===== config.mk =====
export PLATFORM = sky130hd
export DESIGN_NAME = pulse_train_gen
export DESIGN_NICKNAME = d
export VERILOG_FILES = /design/src/rtl/pt_pkg.sv /design/src/rtl/pt_slot_timer.sv /design/src/rtl/pt_sym_decode.sv /design/src/rtl/pt_frame_ctr.sv /design/src/rtl/pulse_train_gen.sv
export SDC_FILE = /design/constraint.sdc
export NUM_CORES = 1
export LEC_CHECK = 0
export BUFFER_PORTS_ARGS = -buffer_cell sky130_fd_sc_hd__buf_2
export CAP_MARGIN = 20
export CORE_MARGIN = 1
export CORE_UTILIZATION = 54
export DETAILED_ROUTE_END_ITERATION = 12
export PLACE_DENSITY = 0.77
export SLEW_MARGIN = 20
export SYNTH_ARGS = -nofsm -noshare
export SYNTH_HDL_FRONTEND = slang
export SYNTH_SLANG_ARGS = --single-unit

===== constraint.sdc =====
create_clock -name clk -period 1.8 [get_ports clk]
set_input_delay 0.09 -clock clk [delete_from_list [all_inputs] [get_ports clk]]
set_output_delay 0.09 -clock clk [all_outputs]
set_load 0.005 [all_outputs]

===== src/rtl/pt_pkg.sv =====
// Shared symbol encoding for the pulse train generator.
// Assumes a 2-bit code; 2'b11 is reserved.
package pt_pkg;
    localparam int SYM_W = 2;

    typedef enum logic [SYM_W-1:0] {
        SYM_LOW   = 2'b00,
        SYM_SHORT = 2'b01,
        SYM_LONG  = 2'b10,
        SYM_RSVD  = 2'b11
    } sym_e;
endpackage


===== src/rtl/pt_slot_timer.sv =====
// Slot timer: counts cycles inside a slot and flags the last cycle.
// Assumes SLOT_CYCLES >= 2. A load puts the counter on the last cycle,
// so the first boundary follows one cycle after the load.
module pt_slot_timer #(
    parameter int SLOT_CYCLES = 30
) (
    input  logic clk,
    input  logic rst_n,
    input  logic load_i,
    input  logic run_i,
    output logic slot_end_o
);
    localparam int CW = (SLOT_CYCLES > 1) ? $clog2(SLOT_CYCLES) : 1;
    localparam logic [CW-1:0] LAST = CW'(SLOT_CYCLES - 1);

    logic [CW-1:0] cnt_q;

    // Advance the in-slot cycle counter, wrapping at the slot length.
    always_ff @(posedge clk) begin
        if (!rst_n) begin
            cnt_q <= '0;
        end else if (load_i) begin
            cnt_q <= LAST;
        end else if (run_i) begin
            cnt_q <= (cnt_q == LAST) ? '0 : cnt_q + 1'b1;
        end
    end

    // Boundary flag: last cycle of the current slot while running.
    always_comb slot_end_o = run_i && (cnt_q == LAST);
endmodule


===== src/rtl/pt_sym_decode.sv =====
// Symbol decoder: maps a code to the first-slot level, a two-slot flag
// and a reserved-code flag. Purely combinational.
module pt_sym_decode
    import pt_pkg::*;
(
    input  logic [SYM_W-1:0] code_i,
    output logic             level_o,
    output logic             long_o,
    output logic             bad_o
);
    // Decode one symbol; reserved codes play as a low slot.
    always_comb begin
        level_o = 1'b0;
        long_o  = 1'b0;
        bad_o   = 1'b0;
        case (sym_e'(code_i))
            SYM_SHORT: level_o = 1'b1;
            SYM_LONG: begin
                level_o = 1'b1;
                long_o  = 1'b1;
            end
            SYM_RSVD: bad_o = 1'b1;
            default: level_o = 1'b0;
        endcase
    end
endmodule


===== src/rtl/pt_frame_ctr.sv =====
// Frame counter: holds the number of symbols still to accept.
// Assumes load and decrement are never requested in the same cycle.
module pt_frame_ctr #(
    parameter int CNT_W = 8
) (
    input  logic             clk,
    input  logic             rst_n,
    input  logic             load_i,
    input  logic [CNT_W-1:0] len_i,
    input  logic             dec_i,
    output logic [CNT_W-1:0] left_o,
    output logic             empty_o
);
    logic [CNT_W-1:0] left_q;

    // Load the frame length at start, count down per accepted symbol.
    always_ff @(posedge clk) begin
        if (!rst_n) begin
            left_q <= '0;
        end else if (load_i) begin
            left_q <= len_i;
        end else if (dec_i && left_q != '0) begin
            left_q <= left_q - 1'b1;
        end
    end

    // Expose the count and its empty condition.
    always_comb begin
        left_o  = left_q;
        empty_o = (left_q == '0);
    end
endmodule


===== src/rtl/pulse_train_gen.sv =====
// Gapless symbol pulse train generator (top).
// Plays 2-bit symbols onto a registered output on a grid of SLOT_CYCLES
// cycles. A symbol is fetched in the last cycle of a slot so that it
// takes effect on the edge ending that slot. Assumes the symbol source
// holds sym_i stable while sym_valid_i is high.
module pulse_train_gen
    import pt_pkg::*;
#(
    parameter int SLOT_CYCLES = 30,
    parameter int CNT_W       = 8
) (
    input  logic             clk,
    input  logic             rst_n,
    input  logic             start_i,
    input  logic [CNT_W-1:0] frame_len_i,
    input  logic [SYM_W-1:0] sym_i,
    input  logic             sym_valid_i,
    output logic             sym_ready_o,
    output logic             pulse_o,
    output logic             done_o,
    output logic             underrun_o,
    output logic             bad_code_o
);
    logic             running_q;
    logic             second_half_q;
    logic             slot_end;
    logic             launch;
    logic             accept;
    logic             frame_empty;
    logic [CNT_W-1:0] remaining_q;
    logic             dec_level;
    logic             dec_long;
    logic             dec_bad;

    // Frame launch only while idle; a start during a frame is ignored.
    always_comb launch = start_i && !running_q;

    pt_slot_timer #(
        .SLOT_CYCLES(SLOT_CYCLES)
    ) u_timer (
        .clk       (clk),
        .rst_n     (rst_n),
        .load_i    (launch),
        .run_i     (running_q),
        .slot_end_o(slot_end)
    );

    pt_frame_ctr #(
        .CNT_W(CNT_W)
    ) u_count (
        .clk    (clk),
        .rst_n  (rst_n),
        .load_i (launch),
        .len_i  (frame_len_i),
        .dec_i  (accept),
        .left_o (remaining_q),
        .empty_o(frame_empty)
    );

    pt_sym_decode u_dec (
        .code_i (sym_i),
        .level_o(dec_level),
        .long_o (dec_long),
        .bad_o  (dec_bad)
    );

    // Ready only at a boundary that needs a new symbol.
    always_comb begin
        sym_ready_o = slot_end && !second_half_q && !frame_empty;
        accept      = sym_ready_o && sym_valid_i;
    end

    // Frame sequencing and the registered output pin.
    always_ff @(posedge clk) begin
        if (!rst_n) begin
            running_q     <= 1'b0;
            second_half_q <= 1'b0;
            pulse_o       <= 1'b0;
            done_o        <= 1'b0;
            underrun_o    <= 1'b0;
            bad_code_o    <= 1'b0;
        end else begin
            done_o <= 1'b0;
            if (launch) begin
                running_q     <= 1'b1;
                second_half_q <= 1'b0;
                pulse_o       <= 1'b0;
                underrun_o    <= 1'b0;
                bad_code_o    <= 1'b0;
            end else if (slot_end) begin
                if (second_half_q) begin
                    second_half_q <= 1'b0;
                end else if (frame_empty) begin
                    running_q <= 1'b0;
                    pulse_o   <= 1'b0;
                    done_o    <= 1'b1;
                end else if (sym_valid_i) begin
                    pulse_o       <= dec_level;
                    second_half_q <= dec_long;
                    if (dec_bad) begin
                        bad_code_o <= 1'b1;
                    end
                end else begin
                    pulse_o    <= 1'b0;
                    underrun_o <= 1'b1;
                end
            end
        end
    end
endmodule


==> run metrics <==
status=completed; Worst-path clk slew=about 0.11 ns; maxcap violations=0; met3 Track Usage GR=approximately 4.5%; Antenna Violating Nets Remaining=0; clock tree buffer depth=2; M2 GR Usage=around two fifths; Worst Clk Skew=between 0.006 and 0.007 ns; Synth Flop Type=dfxtp_1; CTS tree=done; CP Launch Type=register; core area=1960 sq um; Min Clock Period, post-route=1.72 ns; register area share after synthesis=between 30% and 40%; vias=989; GRT met1 Usage=28.1%; vias in the first global route=between 800 and 900; post-route clock period utilization=95.3%; Slew headroom=64.7%; DIE HEIGHT=47.9 um; grt peak-use layer=met2; initial DRC count=18; H-tree depth=1; Detailed Route WL=~2400 um; post-DP HPWL=1830 um; synth top area cells=dfxtp_1, ha_1, nor4b_4, a21oi_1, inv_1; Via density=about 5.7; RSZ-0062 raised after global routing=no; fraction of power spent switching nets=30.2%; drt pass-1 iters=4; Yosys reg bits=19; first-pass GRT wire length=3670 um; clock power share=24.1%; Tot Pwr=0.000896 W; I/O Buffers=18; syn_nets=approximately 140; Final Max Tran Viols=0; Fmax=583 MHz; Synth Cell Area=between 1000 and 1500 sq um; hold crit path type=in -> reg; initial antenna violation count=0; Crit Path Category=reg -> out; IO Pins=19; gr ovfl total=0; Clock Latency Late Sink=0.30 ns; row count=16; Starting Density=~58%; CTS root buffer=clkbuf_4; P per Cell Area=a little under 700 nW/um^2; Cells after Synth=~120; NumNets Final=167; DRC viols=0; CTS hold repair buffers=0; pin count of the biggest net entering global routing=14; ys async rst share=0%; Seq pwr share=54.5%; Yosys Warn Count=0; Worst-Margin Slew=~0.53 ns; Max VDD drop=between 0.0005 and 0.0006 V; die area=2290 sq um; Area Growth Syn to Fin=16.6%; Final GP Congestion=0.790; P_int=0.000625 W; Synth area leader=dfxtp_1; All-Layer GR Usage=23.1%; Final setup violation count=0; Hold Violations, Final=0; NetSw=0.000271 W; Comb pwr share=21.4%; crit path DAT=1.63 ns; setup TNS=0 ns; Syn Area/Cell=~9.2 sq um; WP data required=1.71 ns; filler cell count=174; Critical Path End Type=primary output; Routed wire per std cell=14.0 um; share of Yosys cell area claimed by the top area cell type=between 30% and 40%; number of flops mapped to enable cells by yosys=0; total CTS buffers=3; crit-path max FO=8; Unique masters post-synth=45; share of post-route cells with drive strength above 1=30.8%; ANT cells=0; Clock Sinks=19; Die Wd=approximately 48 um; Leak=between 0.5 and 0.6 nW
## worst max-delay path, cell delays in order, from the launching register on
cell	delay, ns
dfxtp_2	0.34
inv_1	0.07
ha_2	0.19
and4_4	0.26
buf_6	0.14
nand2_2	0.08
a21oi_2	0.12
buf_2	0.12
## per-layer routing
layer / vias to the layer above / routed length (um)
met3: 2 / 53
met5: - / 0
li1: 498 / -
met2: 14 / 1310
met1: 475 / 1060
met4: 0 / 12
## cell usage in the layout (no fill, tap or decap), types with 2 or more instances in the layout
| cell | count |
|---|---|
| nand2_1 | 6 |
| o21ai_0 | 7 |
| nor2_1 | 9 |
| nand3_1 | 2 |
| a21oi_1 | 7 |
| a22oi_1 | 2 |
| clkbuf_4 | 3 |
| nor2b_1 | 2 |
| nand3b_1 | 4 |
| nor4b_4 | 2 |
| a31oi_1 | 3 |
| nor3_1 | 3 |
| xnor2_1 | 3 |
| dfxtp_2 | 4 |
| inv_1 | 10 |
| ha_1 | 5 |
| buf_2 | 18 |
| buf_4 | 5 |
| mux2i_1 | 2 |
| dfxtp_1 | 15 |
| o21ai_1 | 3 |
## area by class of cell
| class | count | area, sq um | area share [%] |
|---|---|---|---|
| inverters | 10 | 37.5 | 2.83 |
| flip-flops and latches | 19 | 385 | 29.1 |
| repair buffers | 24 | 139 | 10.5 |
| multi-input cells | 89 | 704 | 53.1 |
| well taps | 27 | 33.8 | 2.55 |
| clock buffers | 4 | 26.3 | 1.98 |
## repair_timing
action / in CTS / in global routing
setup buffers: 0 / 2
setup endpoints to repair: 1 / 6
gates resized for setup: 6 / 4
endpoints found under the hold margin: 0 / 0
pin swaps: 0 / 0
## per-stage QoR
stage | setup slack, ns | instance area, sq um | std cells | hold slack [ns] | utilization (%)
floorplan | 0.210 | 1140 | 123 | 0.235 | -
global placement | 0.181 | 1260 | 167 | 0.370 | 64.5
detailed placement | 0.103 | 1260 | 167 | 0.382 | 64.5
CTS | 0.0382 | 1300 | 171 | 0.0679 | 66.5
global route | 0.00115 | 1330 | 173 | 0.0794 | 67.6
finish | 0.0843 | 1330 | 173 | 0.0730 | 67.6
## cell usage after synthesis, types with 2 or more instances
master    count
inv_1        10
nor2_1        9
a22oi_1       2
nand3_1       2
a21oi_1       8
ha_1          6
nor3_1        3
o21ai_1       3
nor2b_1       2
xnor2_1       3
clkbuf_1      4
mux2i_1       2
o21ai_0       7
nand2_1       7
nor4b_4       2
dfxtp_1      19
a31oi_1       3
nand3b_1      4
## flip-flops by register name (all words and copies together), names as in the netlist
signal	count
underrun_o	1
done_o	1
pulse_o	1
u_count.left_o	8
running_q	1
bad_code_o	1
u_timer.cnt_q	5
second_half_q	1
## worst paths after layout
kind                             startpoint                        endpoint  slack [ns]  cells after the start
max           u_timer.cnt_q[1]$_SDFFE_PP0P_                     sym_ready_o        0.08                      7
min reg2reg         bad_code_o$_SDFFE_PP0P_         bad_code_o$_SDFFE_PP0P_        0.48                      2
min                          frame_len_i[5]  u_count.left_o[5]$_SDFFE_PN0P_        0.07                      3
max reg2reg  u_count.left_o[0]$_SDFFE_PN0P_  u_count.left_o[4]$_SDFFE_PN0P_        0.11                      7
## logic make-up (layout without fill, tap and decap cells)
logic type	count (synthesis)	in the layout	share of synthesized area, %
compound gates	35	35	22.7
xor+xnor	4	4	3.08
fa+ha+maj	6	6	6.60
buf+inv	15	38	5.61
flops	19	19	33.4
mux	3	3	2.75
simple gates	41	41	25.9
## power groups by stage
stage	Sequential [W]	Clock (W)	Combinational [W]
detailed placement	0.000494	0	0.000176
finish	0.000488	0.000216	0.000192
floorplan	0.000486	0	0.000134
CTS	0.000486	0.000224	0.000180
global route	0.000491	0.000241	0.000212
global placement	0.000492	0	0.000170
No activity file was read; power rests on OpenSTA's default activity.
